File: src/rtl/cwa_pkg.sv
package cwa_pkg;

    // Control states of the output-port owner
    typedef enum logic {
        ST_IDLE   = 1'b0,
        ST_LOCKED = 1'b1
    } cwa_state_e;

    localparam int unsigned CWA_DEF_PORTS  = 5;
    localparam int unsigned CWA_DEF_PRIO_W = 4;

endpackage

File: src/rtl/cwa_age_counter.sv
// Per-port effective priority: header bypass for a fresh request,
// saturating aged value once the port has lost a decision.
module cwa_age_counter #(
    parameter int unsigned PRIO_W = 4
) (
    input  logic              clk,
    input  logic              rst_n,
    input  logic              decide_i,
    input  logic              req_i,
    input  logic              won_i,
    input  logic [PRIO_W-1:0] hdr_prio_i,
    output logic [PRIO_W-1:0] eff_o
);
    localparam logic [PRIO_W-1:0] PRIO_MAX = {PRIO_W{1'b1}};

    logic              aged_q;
    logic [PRIO_W-1:0] cnt_q;
    logic [PRIO_W-1:0] bumped;

    always_comb begin
        eff_o  = aged_q ? cnt_q : hdr_prio_i;
        bumped = (eff_o == PRIO_MAX) ? PRIO_MAX : eff_o + 1'b1;
    end

    always_ff @(posedge clk or negedge rst_n) begin
        if (!rst_n) begin
            aged_q <= 1'b0;
            cnt_q  <= '0;
        end else if (decide_i) begin
            if (won_i) begin
                aged_q <= 1'b0;
            end else if (req_i) begin
                aged_q <= 1'b1;
                cnt_q  <= bumped;
            end
        end
    end
endmodule

File: src/rtl/cwa_max_select.sv
// Picks the requesting port with the largest value; the scan keeps the
// first maximum found, so ties go to the lowest index.
module cwa_max_select #(
    parameter int unsigned N_PORTS = 5,
    parameter int unsigned PRIO_W  = 4,
    localparam int unsigned IDX_W  = (N_PORTS > 1) ? $clog2(N_PORTS) : 1
) (
    input  logic [N_PORTS-1:0]        req_i,
    input  logic [N_PORTS*PRIO_W-1:0] eff_i,
    output logic                      any_o,
    output logic [IDX_W-1:0]          win_o
);
    logic [PRIO_W-1:0] best_val;

    always_comb begin
        any_o    = 1'b0;
        win_o    = '0;
        best_val = '0;
        for (int i = 0; i < N_PORTS; i++) begin
            if (req_i[i] && (!any_o || (eff_i[i*PRIO_W +: PRIO_W] > best_val))) begin
                any_o    = 1'b1;
                win_o    = IDX_W'(i);
                best_val = eff_i[i*PRIO_W +: PRIO_W];
            end
        end
    end
endmodule

File: src/rtl/cwa_grant_fsm.sv
// Ownership state machine: IDLE -> LOCKED on a decision, back on the tail.
module cwa_grant_fsm
    import cwa_pkg::*;
#(
    parameter int unsigned N_PORTS = 5,
    localparam int unsigned IDX_W  = (N_PORTS > 1) ? $clog2(N_PORTS) : 1
) (
    input  logic               clk,
    input  logic               rst_n,
    input  logic               any_req_i,
    input  logic [IDX_W-1:0]   win_i,
    input  logic [N_PORTS-1:0] flit_valid_i,
    input  logic [N_PORTS-1:0] flit_tail_i,
    output logic               decide_o,
    output logic [N_PORTS-1:0] grant_o,
    output logic               grant_valid_o
);
    cwa_state_e       state_q, state_d;
    logic [IDX_W-1:0] owner_q, owner_d;
    logic             tail_done;

    assign tail_done = flit_valid_i[owner_q] & flit_tail_i[owner_q];

    always_comb begin
        state_d = state_q;
        owner_d = owner_q;
        unique case (state_q)
            ST_IDLE: begin
                if (any_req_i) begin
                    state_d = ST_LOCKED;
                    owner_d = win_i;
                end
            end
            ST_LOCKED: begin
                if (tail_done) begin
                    state_d = ST_IDLE;
                end
            end
            default: state_d = ST_IDLE;
        endcase
    end

    always_ff @(posedge clk or negedge rst_n) begin
        if (!rst_n) begin
            state_q <= ST_IDLE;
            owner_q <= '0;
        end else begin
            state_q <= state_d;
            owner_q <= owner_d;
        end
    end

    always_comb begin
        grant_o       = '0;
        grant_valid_o = 1'b0;
        decide_o      = 1'b0;
        unique case (state_q)
            ST_IDLE: begin
                decide_o = any_req_i;
            end
            ST_LOCKED: begin
                grant_o[owner_q] = 1'b1;
                grant_valid_o    = 1'b1;
            end
            default: ;
        endcase
    end
endmodule

File: src/rtl/cwa_arbiter.sv
module cwa_arbiter #(
    parameter int unsigned N_PORTS = cwa_pkg::CWA_DEF_PORTS,
    parameter int unsigned PRIO_W  = cwa_pkg::CWA_DEF_PRIO_W
) (
    input  logic                      clk,
    input  logic                      rst_n,
    input  logic [N_PORTS-1:0]        flit_valid,
    input  logic [N_PORTS-1:0]        flit_head,
    input  logic [N_PORTS-1:0]        flit_tail,
    input  logic [N_PORTS*PRIO_W-1:0] hdr_prio,
    output logic [N_PORTS-1:0]        grant,
    output logic                      grant_valid
);
    localparam int unsigned IDX_W = (N_PORTS > 1) ? $clog2(N_PORTS) : 1;

    logic [N_PORTS-1:0]        head_req;
    logic [N_PORTS*PRIO_W-1:0] eff_all;
    logic [N_PORTS-1:0]        won_vec;
    logic                      any_req;
    logic                      decide;
    logic [IDX_W-1:0]          win_idx;

    assign head_req = flit_valid & flit_head;

    always_comb begin
        won_vec = '0;
        if (decide) begin
            won_vec[win_idx] = 1'b1;
        end
    end

    for (genvar g = 0; g < N_PORTS; g++) begin : g_port
        cwa_age_counter #(.PRIO_W(PRIO_W)) u_age (
            .clk        (clk),
            .rst_n      (rst_n),
            .decide_i   (decide),
            .req_i      (head_req[g]),
            .won_i      (won_vec[g]),
            .hdr_prio_i (hdr_prio[g*PRIO_W +: PRIO_W]),
            .eff_o      (eff_all[g*PRIO_W +: PRIO_W])
        );
    end

    cwa_max_select #(.N_PORTS(N_PORTS), .PRIO_W(PRIO_W)) u_sel (
        .req_i (head_req),
        .eff_i (eff_all),
        .any_o (any_req),
        .win_o (win_idx)
    );

    cwa_grant_fsm #(.N_PORTS(N_PORTS)) u_fsm (
        .clk           (clk),
        .rst_n         (rst_n),
        .any_req_i     (any_req),
        .win_i         (win_idx),
        .flit_valid_i  (flit_valid),
        .flit_tail_i   (flit_tail),
        .decide_o      (decide),
        .grant_o       (grant),
        .grant_valid_o (grant_valid)
    );
endmodule

File: config.mk
export PLATFORM = sky130hd
export DESIGN_NAME = cwa_arbiter
export DESIGN_NICKNAME = d
export VERILOG_FILES = /design/src/rtl/cwa_pkg.sv /design/src/rtl/cwa_age_counter.sv /design/src/rtl/cwa_max_select.sv /design/src/rtl/cwa_grant_fsm.sv /design/src/rtl/cwa_arbiter.sv
export SDC_FILE = /design/constraint.sdc
export NUM_CORES = 1
export LEC_CHECK = 0
export CAP_MARGIN = 10
export CELL_PAD_IN_SITES_DETAIL_PLACEMENT = 0
export CELL_PAD_IN_SITES_GLOBAL_PLACEMENT = 1
export CORE_ASPECT_RATIO = 1.2
export CORE_MARGIN = 10
export CORE_UTILIZATION = 48
export CTS_CLUSTER_DIAMETER = 80
export CTS_CLUSTER_SIZE = 14
export DETAILED_ROUTE_END_ITERATION = 8
export DONT_BUFFER_PORTS = 1
export PLACE_DENSITY_LB_ADDON = 0.1
export SLEW_MARGIN = 20
export SYNTH_ARGS = -nofsm -noshare
export SYNTH_HDL_FRONTEND = slang
export SYNTH_SLANG_ARGS = --single-unit
export TNS_END_PERCENT = 50
File: constraint.sdc
create_clock -name clk -period 8.85 [get_ports clk]
set_clock_uncertainty 0.05 [all_clocks]
set_input_delay 2.655 -clock clk [delete_from_list [all_inputs] [get_ports clk]]
set_output_delay 2.655 -clock clk [all_outputs]
set_load 0.05 [all_outputs]
==> qor.yml, run 1 <==
maxSlewHeadroom_pct: 44.1
fmax_mhz: 121
post-synth-top-area-cell: "dfrtp_1"
layoutNonFillerInstCount: 336
max_stage_delay_ns: 0.41
crit_required_ns: 8.97
dr.pass1.iters: 6
first_global_vias: 1946
rsz0062_at_grt: "false"
critPathArrivalTime_ns: 8.39
final_max_slew_viol_count: 0
htreeDepth: 2
yosysWarnings: 0
clk_pin_slew_ns: 0.07
cp-start-kind: "input pin"
place_area_um2: 2530
insertion_delay_ns: 0.28
core_um2: 4870
ioPinCount: 43
area_growth_pct: 10.2
dieHeight_um: 97.4
crit_path_end_kind: "register"
dp_slack_ns: 0.0896
outcome: "finished, final reports clean"
finalHoldViolCount: 0
final_nets: 333
tns_ns: 0
rows: 28
netlist_area_um2: 2400
synth.distinct_cells: 51
cts-root-buf: "clkbuf_8"
die-area_um2: 8230
synth_edf_count: 0
port_buffers: 0
fin_area_um2: 2640
power.leakage_nw: 1.20
synth-main-ff-cell: "dfrtp_1"
max-vdd-ir-drop_mv: 0.193
fin_ws_ns: 0.577
synth_top_area_share_pct: 30.3
post_drt_wl_per_cell_um: 17.3
cts_sinks: 29
max_cap_viol_count: 0
synth_nets: 324
cts_buffer_depth: 2
cts_tree: "done"
final-setup-viol-count: 0
ys_ff_latch: 29
fin_crit_ns: 8.27
vias: 1991
utilization_pct: 54.2
syn_area_per_cell_um2: 9.01
first_iter_violations: 75
drive_gt1_share_pct: 18.8
dp_hpwl_um: 4650
grt_overflow: 0
diodes: 0
crit_type: "in -> reg"
grt_usage_pct: 13.9
antenna_found_initial: 0
cp_max_fo: 11
drt.antenna.violating_nets: 0
die_w_um: 84.5
worst_slew_pin_slew_ns: 0.835
finalCritPeriodShare_pct: 93.5
cp_common_cell: "ha_1"
place.gp.congestion: 0.911
grt_pass1_wl_um: 9600
synth_area_leaders: "dfrtp_1 (30%), ha_1 (11%), mux2_2 (8.9%)"
dp.cells: 328
p_per_area_nw_per_um2: 368
numCtsBuffers: 5
ys_async_sr_fraction_pct: 100
syn_inst: 266
avgViaCountPerCell: 5.93
cp_slowest_cell: "a211o_2"
drc: 0
synth-seq-area-share_pct: 30.3
grt_start_max_net_pins: 30
wl_um: 5820
cts_setup_buffers: 0
start_util_pct: 49.2
hold_path_class: "reg -> reg"
==> flip-flops by register name (all words and copies together) (netlist names) <==
name and count:
g_port.u_age.aged_q 5, u_fsm.state_q 1, g_port.u_age.cnt_q 20, u_fsm.owner_q 3
==> repair_timing <==
| item | CTS | global route |
|---|---|---|
| hold endpoints to repair | 0 | 0 |
| endpoints found under the setup margin | 0 | 11 |
| hold buffers | 0 | 0 |
| gates resized for setup | 0 | 2 |
==> critical path, delay by kind of cell <==
kind	cells	cell delay, ns
buffers and inverters	2	0.22
AND/OR/NAND/NOR	9	1.41
multiplexers	3	1.10
AO/OA/AOI/OAI	9	1.83
adder cells (fa/ha/maj)	4	1.18
==> final timing paths <==
| path | startpoint | endpoint | slack [ns] | depth (start not counted) |
|---|---|---|---|---|
| min reg2reg | g_port[3].u_age.cnt_q[2] | g_port[3].u_age.cnt_q[2] | 0.43 | 2 |
| max reg2reg | g_port[0].u_age.aged_q | g_port[0].u_age.cnt_q[3] | 2.40 | 26 |
| min | g_port[3].u_age.cnt_q[2] | g_port[3].u_age.cnt_q[2] | 0.43 | 2 |
| max | flit_head[0] | g_port[0].u_age.cnt_q[3] | 0.58 | 27 |
| max in group asynchronous | rst_n | g_port[2].u_age.cnt_q[1] | 6.66 | 0 |
| min in group asynchronous | rst_n | g_port[4].u_age.cnt_q[2] | 2.01 | 0 |
==> where the power goes <==
| part | switching (W) | total [W] | internal (W) | leakage [nW] |
|---|---|---|---|---|
| clock network | 0.0000530 | 0.000123 | 0.0000702 | 0.0542 |
| logic | 0.000317 | 0.000576 | 0.000259 | 0.804 |
| registers | 0.0000754 | 0.000272 | 0.000197 | 0.343 |
| total | 0.000446 | 0.000972 | 0.000526 | 1.20 |
==> kinds of logic after synthesis <==
| logic type | synth area share, % |
|---|---|
| simple gates | 18.7 |
| compound gates | 18.9 |
| mux | 17.1 |
| flops | 30.3 |
| buf+inv | 4.07 |
| fa+ha+maj | 11.0 |
==> synth_stat cells (2+ instances only) <==
master / number
a211oi_1: 2
a21oi_1: 12
a22oi_1: 3
a2bb2oi_1: 2
a31o_2: 2
a31oi_1: 6
and2_1: 3
and4_1: 2
clkbuf_1: 6
dfrtp_1: 29
ha_1: 21
inv_1: 17
mux2_1: 5
mux2_2: 19
mux2i_1: 14
nand2_1: 25
nand2b_1: 5
nand3_1: 16
nand4_1: 2
nand4b_1: 2
nor2_1: 18
nor2b_1: 2
nor3_1: 5
nor4bb_1: 2
o211ai_1: 4
o21ai_0: 13
o21ai_1: 3
o21ai_2: 2
o32a_1: 2
==> metal layers <==
metal	GRT usage, %	vias to the layer above	part of all wire, %
li1	-	1007	-
met4	5.71	0	2.6
met1	15.8	925	41
met2	23.5	44	50
met3	4.11	15	6.1
met5	0	-	0
==> stage by stage <==
step	hold WS, ns	power, W
2_1_floorplan	0.400	0.000717
3_3_place_gp	0.416	0.000848
3_5_place_dp	0.424	0.000854
4_1_cts	0.439	0.000980
5_1_grt	0.454	0.00107
6_report	0.430	0.000972
==> final cells by class <==
cell class	instances	area (um^2)
Clock buffer	7	96.3
Clock inverter	1	5.00
Fill cell	454	2230
Inverter	18	67.6
Multi-Input combinational cell	212	1600
Sequential cell	29	726
Tap cell	60	75.1
Timing Repair Buffer	9	67.6
==> layout by cell type (no fill, tap or decap), types with 3 or more instances in the layout <==
| master | Yosys | layout |
|---|---|---|
| dfrtp_1 | 29 | 29 |
| nand2_1 | 25 | 25 |
| ha_1 | 21 | 21 |
| mux2_2 | 19 | 19 |
| nor2_1 | 18 | 18 |
| inv_1 | 17 | 17 |
| nand3_1 | 16 | 16 |
| mux2i_1 | 14 | 14 |
| o21ai_0 | 13 | 13 |
| a21oi_1 | 12 | 12 |
| buf_4 | 1 | 9 |
| clkbuf_8 | 0 | 7 |
| nand2b_1 | 5 | 5 |
| nor3_1 | 5 | 5 |
| a31oi_1 | 6 | 5 |
| mux2_1 | 5 | 5 |
| o211ai_1 | 4 | 4 |
| and2_1 | 3 | 3 |
| a22oi_1 | 3 | 3 |
| o21ai_1 | 3 | 3 |
Note: power is estimated with default switching activity, not from simulation.
==> run 2, diff against run 1 <==
Settings changed: CORE_ASPECT_RATIO 1.2 to 1.25.
==> run 2 against run 1 <==
Effect of this change:
- core utilization increased by 0.48 points
- worst setup slack got worse by 0.16 ns
- register-to-register slack got worse by 0.18 ns
- first-iteration DRC count rose by 2.7%
- routed wire length is 0.96% higher
- via count is 0.80% lower
- critical path depth fell by 1
- combinational power is essentially flat
- final cell count shrank 0.60%
- count of clock-buffer cells in the layout unchanged
- die area hardly changed
- largest cell class unchanged
- largest power group unchanged
==> qor.yml, run 2 (synthesis gave the netlist of run 1 again) <==
insertion_delay_ns: 0.28  # about the same
dp_slack_ns: 0.0370  # was 0.0896 ns
start_util_pct: 49.9  # was 49.2%
p_per_area_nw_per_um2: 369  # was 368 nW/um^2
cp_max_fo: 11  # unchanged
core_um2: 4800  # was 4870 um^2
final_common_cell: "dfrtp_1"  # unchanged
grt_overflow: 0  # unchanged
grt_pass1_wl_um: 9550  # was 9600 um
ioPinCount: 43  # unchanged
hold_path_class: "reg -> reg"  # unchanged
drive_gt1_share_pct: 18.2  # was 18.8%
vias: 1975  # was 1991
diodes: 0  # unchanged
final_nets: 331  # was 333
place.gp.congestion: 0.857  # was 0.911
dp_hpwl_um: 4760  # was 4650 um
largest_reg_flops: 20  # unchanged
first_iter_violations: 77  # was 75
grt_usage_pct: 13.9  # about the same
area_growth_pct: 9.61  # was 10.2%
cts_buffer_depth: 2  # unchanged
cts_setup_buffers: 0  # unchanged
rows: 28  # unchanged
drt.antenna.violating_nets: 0  # unchanged
cts_sinks: 29  # unchanged
cts-root-buf: "clkbuf_8"  # unchanged
crit_required_ns: 9.00  # was 8.97 ns
wl_um: 5880  # was 5820 um
antenna_found_initial: 0  # unchanged
worst_slew_pin_slew_ns: 0.863  # was 0.835 ns
post_drt_wl_per_cell_um: 17.6  # was 17.3 um
final_max_slew_viol_count: 0  # unchanged
finalHoldViolCount: 0  # unchanged
critPathArrivalTime_ns: 8.58  # was 8.39 ns
cts_resized: 0  # unchanged
crit_path_end_kind: "register"  # unchanged
crit_type: "in -> reg"  # unchanged
finalPower_w: 0.000970  # was 0.000972 W
reg_top3: "g_port.u_age.cnt_q: 20 flops, g_port.u_age.aged_q: 5 flops, u_fsm.owner_q: 3 flops"  # unchanged
htreeDepth: 2  # unchanged
fin_crit_ns: 8.44  # was 8.27 ns
max-vdd-ir-drop_mv: 0.152  # was 0.193 mV
utilization_pct: 54.7  # was 54.2%
finalCritPeriodShare_pct: 95.3  # was 93.5%
cts_tree: "done"  # unchanged
final-setup-viol-count: 0  # unchanged
power.leakage_nw: 1.19  # was 1.20 nW
grt_start_max_net_pins: 30  # unchanged
dp.cells: 326  # was 328
clk_pin_slew_ns: 0.06  # was 0.07 ns
layoutNonFillerInstCount: 334  # was 336
drc: 0  # unchanged
avgViaCountPerCell: 5.91  # was 5.93
fmax_mhz: 119  # was 121 MHz
die_w_um: 83.2  # was 84.5 um
holdBufCountCts: 0  # unchanged
first_global_vias: 1977  # was 1946
cp-start-kind: "input pin"  # unchanged
numCtsBuffers: 5  # unchanged
max_cap_viol_count: 0  # unchanged
dr.pass1.iters: 5  # was 6
maxSlewHeadroom_pct: 42.2  # was 44.1%
rsz0062_at_grt: "false"  # unchanged
port_buffers: 0  # unchanged
final_cell_mix: "dfrtp_1 (29), nand2_1 (25), ha_1 (21)"  # unchanged
outcome: "finished, final reports clean"  # unchanged
dieHeight_um: 99.0  # was 97.4 um
top_register: "g_port.u_age.cnt_q"  # unchanged
fin_ws_ns: 0.413  # was 0.577 ns
die-area_um2: 8240  # was 8230 um^2
tns_ns: 0  # unchanged
[run 2: power breakdown]
part | leakage (nW) | switching [W] | internal [W]
registers | 0.343 | 0.0000774 | 0.000197
logic | 0.794 | 0.000319 | 0.000254
clock network | 0.0542 | 0.0000526 | 0.0000702
total | 1.19 | 0.000449 | 0.000521
[run 2: critical path: stages]
cell and delay (ns):
and2_1 0.22, and2_1 0.18, inv_1 0.05, ha_1 0.27, nor2b_1 0.13, o211ai_1 0.28
a31oi_2 0.20, buf_4 0.19, a2bb2oi_1 0.22, ha_1 0.30, nand4_1 0.09, nor2_1 0.04
a211o_2 0.42, mux2_2 0.32, ha_1 0.30, o21ai_0 0.07, or3b_1 0.38, o2111a_1 0.17
buf_4 0.17, a22oi_1 0.26, ha_1 0.30, and4_1 0.20, a21oi_1 0.19, o21bai_2 0.18
a311o_2 0.51, o31ai_2 0.25
[run 2: final timing paths]
path / from / to / slack, ns / cells after the start
max in group asynchronous: rst_n / g_port[0].u_age.cnt_q[1] / 6.66 / 0
setup / recovery: flit_head[0] / g_port[3].u_age.cnt_q[3] / 0.41 / 26
hold reg to reg: g_port[3].u_age.cnt_q[3] / g_port[3].u_age.cnt_q[3] / 0.43 / 2
setup reg to reg: g_port[0].u_age.aged_q / g_port[3].u_age.cnt_q[3] / 2.22 / 26
min in group asynchronous: rst_n / g_port[1].u_age.cnt_q[0] / 2.01 / 0
hold / removal: g_port[3].u_age.cnt_q[3] / g_port[3].u_age.cnt_q[3] / 0.43 / 2
[run 2: cell type report]
cell class              count  area, um^2
fillers                   463        2170
multi-input cells         212        1600
flip-flops and latches     29         726
clock buffers               7        96.3
well taps                  60        75.1
inverters                  18        67.6
repair buffers              7        52.6
clock inverters             1        5.00
[run 2: through the flow]
| step | area [um^2] | hold slack, ns |
|---|---|---|
| finish | 2630 | 0.434 |
| floorplan | 2400 | 0.400 |
| CTS | 2620 | 0.436 |
| global route | 2630 | 0.472 |
| detailed placement | 2520 | 0.421 |
| global placement | 2520 | 0.413 |
[run 2: metal layers]
metal	GRT usage [%]	share of wire, %	routed length (um)	up-vias
li1	-	-	-	999
met1	15.0	40	2350	919
met4	4.86	1.7	102	0
met5	0	0	0	-
met2	24.8	52	3030	46
met3	4.53	6.7	392	11
==> run 3, diff against run 2 <==
Settings changed: CORE_UTILIZATION 48 to 40.
==> run 3 against run 2 <==
Effect of this change:
- flip-flop and latch count is the same
- non-clock buffer count grew 1
- highest routed layer unchanged
- power is essentially flat
- critical path type unchanged
==> qor.yml, run 3 (synthesis gave the netlist of run 1 again) <==
outcome: "finished, final reports clean"  # unchanged
maxSlewHeadroom_pct: 37.5  # was 42.2%
rsz0062_at_grt: "false"  # unchanged
grt_usage_pct: 12.9  # was 13.9%
highest_layer: "met4"  # unchanged
insertion_delay_ns: 0.28  # about the same
cts-root-buf: "clkbuf_8"  # unchanged
max-vdd-ir-drop_mv: 0.127  # was 0.152 mV
crit_required_ns: 8.96  # was 9.00 ns
port_buffers: 0  # unchanged
power.leakage_nw: 1.20  # was 1.19 nW
drive_gt1_share_pct: 18.5  # was 18.2%
fin_crit_ns: 8.34  # was 8.44 ns
cts_sinks: 29  # unchanged
worst_slew_pin_slew_ns: 0.937  # was 0.863 ns
grt_overflow: 0  # unchanged
grt_start_max_net_pins: 30  # unchanged
post_drt_wl_per_cell_um: 17.7  # was 17.6 um
crit_type: "in -> reg"  # unchanged
final_nets: 332  # was 331
cts_tree: "done"  # unchanged
dr.pass1.iters: 5  # unchanged
cp-startpoint: "flit_head[0]"  # unchanged
dieHeight_um: 107  # was 99.0 um
die-area_um2: 9510  # was 8240 um^2
utilization_pct: 45.4  # was 54.7%
start_util_pct: 41.2  # was 49.9%
final_max_slew_viol_count: 0  # unchanged
hold_end: "g_port[3].u_age.cnt_q[0]"  # was g_port[3].u_age.cnt_q[3]
core_um2: 5820  # was 4800 um^2
diodes: 0  # unchanged
top_register: "g_port.u_age.cnt_q"  # unchanged
cp-start-kind: "input pin"  # unchanged
fin_ws_ns: 0.512  # was 0.413 ns
first_iter_violations: 132  # was 77
drc: 0  # unchanged
tns_ns: 0  # unchanged
crit_path_end_kind: "register"  # unchanged
hold_path_class: "reg -> reg"  # unchanged
place.gp.congestion: 0.865  # was 0.857
area_growth_pct: 10.2  # was 9.61%
p_per_area_nw_per_um2: 367  # was 369 nW/um^2
drt.antenna.violating_nets: 0  # unchanged
finalCritPeriodShare_pct: 94.2  # was 95.3%
final_common_cell: "dfrtp_1"  # unchanged
avgViaCountPerCell: 5.80  # was 5.91
max_cap_viol_count: 0  # unchanged
holdPathStages: 2  # unchanged
grt_pass1_wl_um: 9780  # was 9550 um
final_cell_mix: "dfrtp_1 (29), nand2_1 (25), ha_1 (21)"  # unchanged
timing.rr.end: "g_port[2].u_age.cnt_q[0]"  # was g_port[3].u_age.cnt_q[3]
rrSetupSlack_ns: 2.32  # was 2.22 ns
largest_reg_flops: 20  # unchanged
first_global_vias: 1972  # was 1977
min_from: "g_port[3].u_age.cnt_q[0]"  # was g_port[3].u_age.cnt_q[3]
finalHoldViolCount: 0  # unchanged
r2r_start: "g_port[0].u_age.aged_q"  # unchanged
fmax_mhz: 120  # was 119 MHz
cp_max_fo: 11  # unchanged
antenna_found_initial: 0  # unchanged
reg_top3: "g_port.u_age.cnt_q: 20 flops, g_port.u_age.aged_q: 5 flops, u_fsm.owner_q: 3 flops"  # unchanged
final-setup-viol-count: 0  # unchanged
clk_pin_slew_ns: 0.06  # about the same
fin_area_um2: 2640  # was 2630 um^2
place_area_um2: 2530  # was 2520 um^2
holdBufCountCts: 0  # unchanged
wl_um: 6040  # was 5880 um
ioPinCount: 43  # unchanged
critPathArrivalTime_ns: 8.45  # was 8.58 ns
htreeDepth: 2  # unchanged
wl_met1_um: 2560  # was 2350 um
vias: 1978  # was 1975
reg2regPathDepth: 27  # was 26
die_w_um: 89.2  # was 83.2 um
rows: 31  # was 28
wl_met3_um: 374  # was 392 um
dp_slack_ns: 0.0612  # was 0.0370 ns
numCtsBuffers: 5  # unchanged
dp_hpwl_um: 4820  # was 4760 um
fillers: 588  # was 463
wl_met2_um: 3030  # about the same
cts_buffer_depth: 2  # unchanged
run 3: cell count changes in the layout (fill, tap and decap cells not counted):
cell   before  now
buf_4       7    8
run 3: repair_timing:
| item | in CTS | in global routing |
|---|---|---|
| buffers inserted | 0 | 0 |
| endpoints found under the setup margin | 0 | 15 |
| gates resized for setup | 0 | 2 |
run 3: per-stage QoR:
| step | power, W | instances | hold WS (ns) |
|---|---|---|---|
| finish | 0.000970 | 341 | 0.435 |
| detailed placement | 0.000853 | 333 | 0.426 |
| floorplan | 0.000717 | 266 | 0.400 |
| global placement | 0.000854 | 333 | 0.415 |
| global route | 0.00107 | 341 | 0.453 |
| CTS | 0.000980 | 341 | 0.440 |
run 3: worst max path at each step:
stage / end / slack (ns)
after floorplan: g_port[4].u_age.cnt_q[3] / 0.21
after detailed placement: g_port[2].u_age.cnt_q[0] / 0.06
after global placement: g_port[3].u_age.cnt_q[3] / 0.09
after CTS: g_port[2].u_age.cnt_q[0] / 0.34
final: g_port[2].u_age.cnt_q[0] / 0.51
after global routing: g_port[3].u_age.cnt_q[3] / 0.1
run 3: critical path: stages:
cell	delay, ns
and2_1	0.24
and2_1	0.19
inv_1	0.05
ha_1	0.28
nor2b_1	0.13
o211ai_1	0.28
a31oi_2	0.19
buf_4	0.18
a2bb2oi_1	0.21
ha_1	0.30
nand4_1	0.10
nor2_1	0.04
a211o_2	0.40
mux2_2	0.32
ha_1	0.31
o21ai_0	0.07
or3b_1	0.37
o2111a_1	0.17
buf_4	0.17
a22oi_1	0.24
ha_1	0.29
and4_1	0.20
a21oi_1	0.18
o21bai_2	0.14
buf_4	0.17
a21boi_4	0.20
mux2_1	0.35
run 3: metal layers:
| metal | vias up | global-route usage, % |
|---|---|---|
| li1 | 1003 | - |
| met1 | 931 | 15.2 |
| met2 | 38 | 22.2 |
| met3 | 6 | 3.36 |
| met4 | 0 | 3.76 |
| met5 | - | 0 |
run 3: area by class of cell:
cell class / count / area, um^2 / share of cell area [%]
multi-input combinational: 212 / 1600 / 60.7
tap: 66 / 82.6 / 3.13
timing repair buffer: 8 / 60.1 / 2.27
sequential: 29 / 726 / 27.5
inverter: 18 / 67.6 / 2.56
clock buffer: 7 / 96.3 / 3.65
clock inverter: 1 / 5.00 / 0.189
run 3: power breakdown:
| part | switching (W) | total, W | leakage [nW] | internal (W) |
|---|---|---|---|---|
| clock | 0.0000524 | 0.000123 | 0.0542 | 0.0000702 |
| sequential | 0.0000768 | 0.000273 | 0.343 | 0.000197 |
| combinational | 0.000318 | 0.000574 | 0.798 | 0.000255 |
| total | 0.000447 | 0.000970 | 1.20 | 0.000522 |
